### config.mk
export PLATFORM = sky130hd
export DESIGN_NAME = branch_hist_csr
export DESIGN_NICKNAME = d
export VERILOG_FILES = /design/src/rtl/bh_csr_pkg.sv /design/src/rtl/bh_access_gate.sv /design/src/rtl/bh_reg_store.sv /design/src/rtl/branch_hist_csr.sv
export SDC_FILE = /design/constraint.sdc
export NUM_CORES = 1
export LEC_CHECK = 0
export ABC_AREA = 1
export BUFFER_PORTS_ARGS = -buffer_cell sky130_fd_sc_hd__buf_2
export CAP_MARGIN = 10
export CORE_MARGIN = 5
export CORE_UTILIZATION = 49
export CTS_CLUSTER_DIAMETER = 40
export DETAILED_ROUTE_END_ITERATION = 8
export PLACE_DENSITY_LB_ADDON = 0.15
export SYNTH_ARGS = -nofsm -noshare
export SYNTH_HDL_FRONTEND = slang
export SYNTH_SLANG_ARGS = --single-unit
### constraint.sdc
create_clock -name clk_i -period 2.12 [get_ports clk_i]
set_input_delay 0.424 -clock clk_i [delete_from_list [all_inputs] [get_ports clk_i]]
set_output_delay 0.424 -clock clk_i [all_outputs]
set_load 0.02 [all_outputs]
### src/rtl/bh_csr_pkg.sv
package bh_csr_pkg;

  typedef enum logic [2:0] {
    SEL_MCTL   = 3'd0,
    SEL_SCTL   = 3'd1,
    SEL_VCTL   = 3'd2,
    SEL_DEPTH  = 3'd3,
    SEL_STATUS = 3'd4,
    SEL_MSE    = 3'd5,
    SEL_HSE    = 3'd6,
    SEL_NONE   = 3'd7
  } sel_e;

  typedef enum logic [1:0] {
    EXC_NONE    = 2'd0,
    EXC_ILLEGAL = 2'd1,
    EXC_VIRT    = 2'd2
  } exc_e;

  typedef enum logic [2:0] {
    RT_MCTL_M,
    RT_MCTL_S,
    RT_VCTL,
    RT_DEPTH,
    RT_STATUS,
    RT_MSE,
    RT_HSE,
    RT_NONE
  } route_e;

  localparam logic [1:0] PRIV_U = 2'd0;
  localparam logic [1:0] PRIV_S = 2'd1;
  localparam logic [1:0] PRIV_M = 2'd3;

endpackage

### src/rtl/bh_access_gate.sv
module bh_access_gate
  import bh_csr_pkg::*;
(
  input  logic [2:0] sel_i,
  input  logic [1:0] priv_i,
  input  logic       virt_i,
  input  logic       ext_m_i,
  input  logic       ext_s_i,
  input  logic       mse_i,
  input  logic       hse_i,
  output exc_e       exc_o,
  output route_e     route_o
);

  logic virt_eff;
  exc_e sup_exc;

  // virtualization has no meaning at machine level
  assign virt_eff = virt_i && (priv_i != PRIV_M);

  // layered supervisor permission checks
  always_comb begin
    if (!ext_m_i && !ext_s_i)                 sup_exc = EXC_ILLEGAL;
    else if (priv_i != PRIV_M && priv_i != PRIV_S) sup_exc = EXC_ILLEGAL;
    else if (priv_i == PRIV_S && !mse_i)      sup_exc = EXC_ILLEGAL;
    else if (virt_eff && !hse_i)              sup_exc = EXC_VIRT;
    else                                      sup_exc = EXC_NONE;
  end

  always_comb begin
    exc_o   = EXC_ILLEGAL;
    route_o = RT_NONE;
    case (sel_i)
      SEL_MCTL: begin
        route_o = RT_MCTL_M;
        exc_o   = (ext_m_i && priv_i == PRIV_M) ? EXC_NONE : EXC_ILLEGAL;
      end
      SEL_SCTL: begin
        route_o = virt_eff ? RT_VCTL : RT_MCTL_S;
        exc_o   = sup_exc;
      end
      SEL_VCTL: begin
        route_o = RT_VCTL;
        exc_o   = sup_exc;
      end
      SEL_DEPTH: begin
        route_o = RT_DEPTH;
        exc_o   = (sup_exc == EXC_NONE && virt_eff) ? EXC_VIRT : sup_exc;
      end
      SEL_STATUS: begin
        route_o = RT_STATUS;
        exc_o   = sup_exc;
      end
      SEL_MSE: begin
        route_o = RT_MSE;
        exc_o   = (priv_i == PRIV_M) ? EXC_NONE : EXC_ILLEGAL;
      end
      SEL_HSE: begin
        route_o = RT_HSE;
        if (priv_i == PRIV_M)      exc_o = EXC_NONE;
        else if (priv_i == PRIV_S) exc_o = virt_eff ? EXC_VIRT : EXC_NONE;
        else                       exc_o = EXC_ILLEGAL;
      end
      default: begin
        route_o = RT_NONE;
        exc_o   = EXC_ILLEGAL;
      end
    endcase
  end

endmodule

### src/rtl/bh_reg_store.sv
module bh_reg_store
  import bh_csr_pkg::*;
#(
  parameter int unsigned DATA_W    = 64,
  parameter int unsigned DEP_W     = 3,
  parameter int unsigned DEPTH_MAX = 4,
  parameter int unsigned PTR_W     = 8,
  parameter int unsigned STAT_W    = 32,
  parameter logic [DATA_W-1:0] M_MASK = 64'h0000_FFFF_0000_7F0F,
  parameter logic [DATA_W-1:0] S_MASK = 64'h0000_FFFF_0000_7F0D,
  parameter logic [DATA_W-1:0] V_MASK = 64'h0000_FFFF_0000_7F05
) (
  input  logic              clk_i,
  input  logic              rst_ni,
  input  logic              commit_i,
  input  route_e            route_i,
  input  logic [DATA_W-1:0] wdata_i,
  input  logic [DATA_W-1:0] wmask_i,
  input  logic              ext_s_i,
  output logic [DATA_W-1:0] rd_old_o,
  output logic [DATA_W-1:0] mctl_q,
  output logic [DATA_W-1:0] vctl_q,
  output logic [DEP_W-1:0]  depth_q,
  output logic [STAT_W-1:0] status_q,
  output logic              mse_q,
  output logic              hse_q,
  output logic              depth_touch_o
);

  localparam logic [STAT_W-1:0] STAT_MASK =
    (STAT_W'(1) << (STAT_W - 1)) | STAT_W'((64'd1 << PTR_W) - 64'd1);
  localparam logic [DEP_W-1:0] DMAX = DEP_W'(DEPTH_MAX);

  function automatic logic [DATA_W-1:0] merge(input logic [DATA_W-1:0] old_v,
                                               input logic [DATA_W-1:0] new_v,
                                               input logic [DATA_W-1:0] m);
    return (old_v & ~m) | (new_v & m);
  endfunction

  // size - 1 for a depth code: (16 << d) - 1
  function automatic logic [PTR_W-1:0] ptr_limit(input logic [DEP_W-1:0] d);
    return PTR_W'((32'd16 << d) - 32'd1);
  endfunction

  function automatic logic [DEP_W-1:0] clamp_depth(input logic [DEP_W-1:0] d);
    return (d > DMAX) ? DMAX : d;
  endfunction

  logic [DATA_W-1:0] mctl_nx, vctl_nx;
  logic [DEP_W-1:0]  depth_nx, dmask, dmerged;
  logic [STAT_W-1:0] status_nx, smask;
  logic              mse_nx, hse_nx;

  assign dmask   = wmask_i[DEP_W-1:0];
  assign dmerged = (depth_q & ~dmask) | (wdata_i[DEP_W-1:0] & dmask);
  assign smask   = wmask_i[STAT_W-1:0] & STAT_MASK;

  always_comb begin
    case (route_i)
      RT_MCTL_M: rd_old_o = mctl_q & M_MASK;
      RT_MCTL_S: rd_old_o = mctl_q & S_MASK;
      RT_VCTL:   rd_old_o = vctl_q & V_MASK;
      RT_DEPTH:  rd_old_o = {{(DATA_W-DEP_W){1'b0}}, depth_q};
      RT_STATUS: rd_old_o = {{(DATA_W-STAT_W){1'b0}}, status_q};
      RT_MSE:    rd_old_o = {{(DATA_W-1){1'b0}}, mse_q};
      RT_HSE:    rd_old_o = {{(DATA_W-1){1'b0}}, hse_q};
      default:   rd_old_o = '0;
    endcase
  end

  always_comb begin
    mctl_nx       = mctl_q;
    vctl_nx       = vctl_q;
    depth_nx      = depth_q;
    status_nx     = status_q;
    mse_nx        = mse_q;
    hse_nx        = hse_q;
    depth_touch_o = 1'b0;
    if (commit_i) begin
      case (route_i)
        RT_MCTL_M: mctl_nx = merge(mctl_q, wdata_i, wmask_i & M_MASK);
        RT_MCTL_S: mctl_nx = merge(mctl_q, wdata_i, wmask_i & S_MASK);
        RT_VCTL:   vctl_nx = merge(vctl_q, wdata_i, wmask_i & V_MASK);
        RT_DEPTH: begin
          if (|dmask) begin
            depth_touch_o          = 1'b1;
            depth_nx               = clamp_depth(dmerged);
            status_nx[PTR_W-1:0]   = status_q[PTR_W-1:0] & ptr_limit(clamp_depth(dmerged));
          end
        end
        RT_STATUS: begin
          status_nx            = (status_q & ~smask) | (wdata_i[STAT_W-1:0] & smask);
          status_nx[PTR_W-1:0] = status_nx[PTR_W-1:0] & ptr_limit(depth_q);
        end
        RT_MSE: if (ext_s_i && wmask_i[0]) mse_nx = wdata_i[0];
        RT_HSE: if (ext_s_i && wmask_i[0]) hse_nx = wdata_i[0];
        default: ;
      endcase
    end
  end

  always_ff @(posedge clk_i) begin
    if (!rst_ni) begin
      mctl_q   <= '0;
      vctl_q   <= '0;
      depth_q  <= '0;
      status_q <= '0;
      mse_q    <= 1'b0;
      hse_q    <= 1'b0;
    end else begin
      mctl_q   <= mctl_nx;
      vctl_q   <= vctl_nx;
      depth_q  <= depth_nx;
      status_q <= status_nx;
      mse_q    <= mse_nx;
      hse_q    <= hse_nx;
    end
  end

endmodule

### src/rtl/branch_hist_csr.sv
module branch_hist_csr
  import bh_csr_pkg::*;
#(
  parameter int unsigned DATA_W    = 64,
  parameter int unsigned DEP_W     = 3,
  parameter int unsigned DEPTH_MAX = 4,
  parameter int unsigned STAT_W    = 32,
  parameter logic [DATA_W-1:0] M_MASK = 64'h0000_FFFF_0000_7F0F,
  parameter logic [DATA_W-1:0] S_MASK = 64'h0000_FFFF_0000_7F0D,
  parameter logic [DATA_W-1:0] V_MASK = 64'h0000_FFFF_0000_7F05
) (
  input  logic              clk_i,
  input  logic              rst_ni,
  input  logic              req_valid_i,
  input  logic [2:0]        req_sel_i,
  input  logic [DATA_W-1:0] req_wdata_i,
  input  logic [DATA_W-1:0] req_wmask_i,
  input  logic [1:0]        req_priv_i,
  input  logic              req_virt_i,
  input  logic              ext_mach_i,
  input  logic              ext_sup_i,
  output logic              rsp_valid_o,
  output logic [DATA_W-1:0] rsp_rdata_o,
  output logic [1:0]        rsp_exc_o
);

  localparam int unsigned PTR_W = 4 + DEPTH_MAX;

  exc_e              gate_exc;
  route_e            gate_route;
  logic              commit;
  logic              depth_touch;
  logic [DATA_W-1:0] rd_old;
  logic [DATA_W-1:0] mctl_q, vctl_q;
  logic [DEP_W-1:0]  depth_q;
  logic [STAT_W-1:0] status_q;
  logic              mse_q, hse_q;

  assign commit = req_valid_i && (gate_exc == EXC_NONE);

  bh_access_gate u_gate (
    .sel_i   (req_sel_i),
    .priv_i  (req_priv_i),
    .virt_i  (req_virt_i),
    .ext_m_i (ext_mach_i),
    .ext_s_i (ext_sup_i),
    .mse_i   (mse_q),
    .hse_i   (hse_q),
    .exc_o   (gate_exc),
    .route_o (gate_route)
  );

  bh_reg_store #(
    .DATA_W(DATA_W), .DEP_W(DEP_W), .DEPTH_MAX(DEPTH_MAX), .PTR_W(PTR_W),
    .STAT_W(STAT_W), .M_MASK(M_MASK), .S_MASK(S_MASK), .V_MASK(V_MASK)
  ) u_store (
    .clk_i         (clk_i),
    .rst_ni        (rst_ni),
    .commit_i      (commit),
    .route_i       (gate_route),
    .wdata_i       (req_wdata_i),
    .wmask_i       (req_wmask_i),
    .ext_s_i       (ext_sup_i),
    .rd_old_o      (rd_old),
    .mctl_q        (mctl_q),
    .vctl_q        (vctl_q),
    .depth_q       (depth_q),
    .status_q      (status_q),
    .mse_q         (mse_q),
    .hse_q         (hse_q),
    .depth_touch_o (depth_touch)
  );

  always_ff @(posedge clk_i) begin
    if (!rst_ni) begin
      rsp_valid_o <= 1'b0;
      rsp_rdata_o <= '0;
      rsp_exc_o   <= EXC_NONE;
    end else begin
      rsp_valid_o <= req_valid_i;
      rsp_rdata_o <= (req_valid_i && gate_exc == EXC_NONE) ? rd_old : '0;
      rsp_exc_o   <= req_valid_i ? gate_exc : EXC_NONE;
    end
  end

endmodule

# [Yosys cells after proc, flatten, opt, wreduce, memory -nomap -nowiden]
# Cells that the tools add are included.
[word_totals] in_bits=139 word_cells=102 register_bits=232
[classes] n_shift=2 n_mux=18 n_eq_ne=17 n_addsub=2 magnitude_cmp=1 bitwise_logic=22 n_reduce_logical=30
[op_table] cell="$pmux W48 S7" count=1
[op_table] cell="$and A64 B48 Y64" count=3
[op_table] cell="$and A64 B64 Y64" count=3
[op_table] cell="$not A48 Y64" count=3
[op_table] cell="$or A64 B64 Y64" count=3
[op_table] cell="$pmux W64 S2" count=1
[op_table] cell="$and A32 B32 Y32" count=2
[op_table] cell="$not A32 Y32" count=1
[op_table] cell="$or A32 B32 Y32" count=1
[op_table] cell="$pmux W3 S7" count=1
[op_table] cell="$eq A3 B3 Y1 const B" count=6
[op_table] cell="$mux W2" count=9
[op_table] cell="$and A8 B8 Y8" count=2
[op_table] cell="$pmux W8 S2" count=1
[op_table] cell="$shl A5 B3 Y8 const A" count=2
[op_table] cell="$sub A8 B1 Y8 const B" count=2
[op_table] cell="$eq A3 B2 Y1 const B" count=4
[op_table] cell="$reduce_and A3 Y1" count=4
[op_table] cell="$pmux W2 S5" count=1
[op_table] cell="$reduce_and A2 Y1" count=5
[op_table] cell="$logic_and A1 B1 Y1" count=9
[op_table] cell="$mux W8" count=1
[op_table] cell="$and A3 B3 Y3" count=2
[op_table] cell="$eq A3 B1 Y1 const B" count=2
[op_table] cell="14 further kinds" count=23

# [Logic depth before layout (Yosys ltp)]
[depth] depth_word=14 depth_mapped=14

# [Hierarchy]
# From an unflattened synthesis, not the netlist that was laid out.
[unflattened] hier_cells=847 area_unflattened_um2=6476.2
[by_module_without_submodules] mod="bh_reg_store" area_each_um2=4231.6 instances=1 cells_per_inst=601
[by_module_without_submodules] mod="branch_hist_csr" area_each_um2=2093.3 instances=1 cells_per_inst=211
[by_module_without_submodules] mod="bh_access_gate" area_each_um2=151.4 instances=1 cells_per_inst=35

# [Worst setup path after synthesis]
# OpenSTA, ideal clock, no wires.
[synth_timing] kind="input port to flip-flop" startpoint="input port req_sel_i[0]" endpoint="register with a tool-made name" t_required_ns=2.010 t_arrival_ns=1.630 cell_stages=12 slack_ns=0.380 path_cell_list="buf_2 -> nor2_1 -> nand3_1 -> nand2_1 -> nor2_1 -> nand3_1 -> nor2_4 -> buf_6 -> buf_2 -> nand4_1 -> nand2_1 -> nor2_1"
[synth_lines] item="start, declared" line="branch_hist_csr.sv:15" text="input logic [2:0] req_sel_i,"

==> metrics.yaml <==
run_status:
  status: "completed"
clock_tree:
  clkSinkCount: 101
  cts_resized: 0
  cts_buffer_depth: 2
  htree_levels: 3
  postCtsSetupBuffers: 0
  cts_buffers: 9
  cts_hold_buf: 0
  clk_latency_ns: 0.37
  clkTransAtPathRegs_ns: 0.10
  cts_tree: "done"
  cts_root_buffer: "clkbuf_8"
cells_and_area:
  syn2layout_area_growth_pct: 16.6
  fin_cells: 1050
  stdcell_area_um2: 6140
  fin_nets: 1049
  layout-drive-gt1-share_pct: 16.5
  diodes: 0
  final_util_pct: 59.0
hold_path:
  hold_path_class: "in -> reg"
  min-delay-start: "req_valid_i"
setup_path:
  crit_type: "in -> reg"
  critPathLaunchType: "input pin"
  slowest_stage: "buf_4"
  path_delay_family: "simple AND/OR/NAND/NOR gates"
  path_common_cell: "nand2_1"
  critPathLaunch: "req_sel_i[0]"
  timing.rr.start: "u_store.mse_q$_SDFFE_PN0P_"
  critPathMaxStageDelay_ns: 0.26
  arrival_ns: 2.04
  crit_chain: "buf_2 > inv_1 > nand2_1 > nand2_1 > nand2_1 > nand2_1 > nand2_1 > nand3_1 > nor2_4 > buf_12 > buf_4 > nand3_1 > nand2_1 > inv_1 > nor2_1"
  crit_fanout: 24
  endpoint_kind: "register"
  crit_buf_inv: 5
  required_ns: 2.43
global_route:
  grt_max_degree: 50
  antenna_found_initial: 0
  grt_pass1_vias: 4667
  grt_pass1_wl_um: 20300
  overflow: 0
  track_usage_pct: 18.9
job:
  drv_cap: 0
timing:
  fin_skew_ns: 0.00979
  rsz0062_at_grt: "false"
  fin_hold_ws_ns: 0.282
  finalCriticalPeriod_ns: 1.72
  finalHoldViolCount: 0
  fin_ws_ns: 0.395
  finalCritPeriodShare_pct: 81.3
  setup_viol: 0
  setup_tns_ns: 0
  max_freq_mhz: 580
  slew_viol_final: 0
logic_synthesis:
  synth_top_area_share_pct: 38.4
  syn-instance-count: 811
  netlist_area_um2: 5270
  dominantRegCellSynth: "dfxtp_1"
  ys_seq_elements: 101
  synth_cell_types: 27
  synth_top_area_cell: "dfxtp_1"
  synth_area_leaders: "dfxtp_1 (38%), nand2_1 (12%), inv_1 (11%)"
  ys_seq_area_share_pct: 38.4
  async_reset_ff_share_pct: 0
  ys_warn_count: 0
  syn_area_per_cell_um2: 6.50
  synth_edf_count: 0
power:
  ir_drop_mv: 0.300
  p_per_area_nw_per_um2: 609
  finalPower_mw: 3.74
  p_leak_nw: 2.96
routing:
  wl_per_cell_um: 11.7
  vias_per_cell: 4.86
  vias: 5099
  firstDrtPassIters: 4
  ant_nets: 0
  drc: 0
  wl_um: 12300
  drt_first_iter_violations: 314
place:
  place_area_um2: 5940
  routabilityCongestion: 0.855
  place_inst: 1034
  port_buffers: 109
  pre_cts_ws_ns: 0.00617
  place_hpwl_um: 8920
die:
  dieArea_um2: 12900
  core_area_um2: 10400
  io_pins: 206
  initial_utilization_pct: 50.6
  die_w_um: 114
  fp.dieH_um: 114
  rows: 37
[power breakdown]
group	switching [mW]	leakage (nW)	internal [mW]
logic	0.365	2.05	0.182
clock network	0.677	0.0972	0.586
registers	0.0103	0.815	1.92
total	1.05	2.96	2.69
[Yosys cell counts, drive strengths merged, types with 2 or more instances]
cell,instances
nand2,174
inv,162
dfxtp,101
nor2,94
nand3,79
buf,62
nand4,57
a22oi,25
a21oi,14
clkbuf,13
o21ai,12
a31oi,4
nor3,4
o21bai,2
[layout by cell type (no fill, tap or decap)]
master      count
inv_6           1
o32ai_1         1
nor2_1         93
nand3_1        79
clkbuf_1        2
clkbuf_8       10
a211oi_1        1
nor2_4          1
o21bai_1        2
bufinv_16       1
nor3_1          4
nand2_1       174
a21oi_4         1
o21ai_0        12
inv_1         159
conb_1         32
clkinvlp_4      1
buf_12          8
a22oi_1        25
o22ai_1         1
clkinv_1        1
buf_2         109
a21boi_0        1
a21oi_1        13
dfxtp_1       101
a31oi_1         4
clkinv_4        1
inv_2           3
buf_4          14
mux2_2          1
nand4_1        57
ha_1            1
[tightest hold or removal path: stages]
cell and delay, ns:
buf_2 0.09, nand2_1 0.07, inv_1 0.05
[worst paths after layout]
kind                                              endpoint  cells after the start  slack [ns]
worst max-delay path                              register                     15        0.40
worst max register to register                    register                     13        0.43
worst min-delay path                rsp_valid_o$_SDFF_PN0_                      3        0.28
worst min register to register  rsp_rdata_o[31]$_SDFF_PN0_                      2        0.45
[layer usage]
layer	global-route usage, %	vias up	wire [um]
met5	0	-	0
li1	-	2673	-
met2	33.2	141	5890
met3	4.56	9	777
met4	5.45	0	124
met1	23.1	2276	5500
[cell type report]
class / instances / area (um^2)
Clock buffer: 12 / 145
Clock inverter: 4 / 55.1
Fill cell: 1026 / 4270
Inverter: 163 / 612
Multi-Input combinational cell: 503 / 2330
Sequential cell: 101 / 2020
Tap cell: 136 / 170
Timing Repair Buffer: 131 / 811
[kinds of logic after synthesis]
logic type | synth area share, %
adder cells (fa/ha/maj) | 0.237
flip-flops | 38.4
AO/OA/AOI/OAI | 7.36
AND/OR/NAND/NOR | 33.9
buffers and inverters | 19.9
multiplexers | 0.214
other | 0.0712
Note: power is estimated with default switching activity, not from simulation.
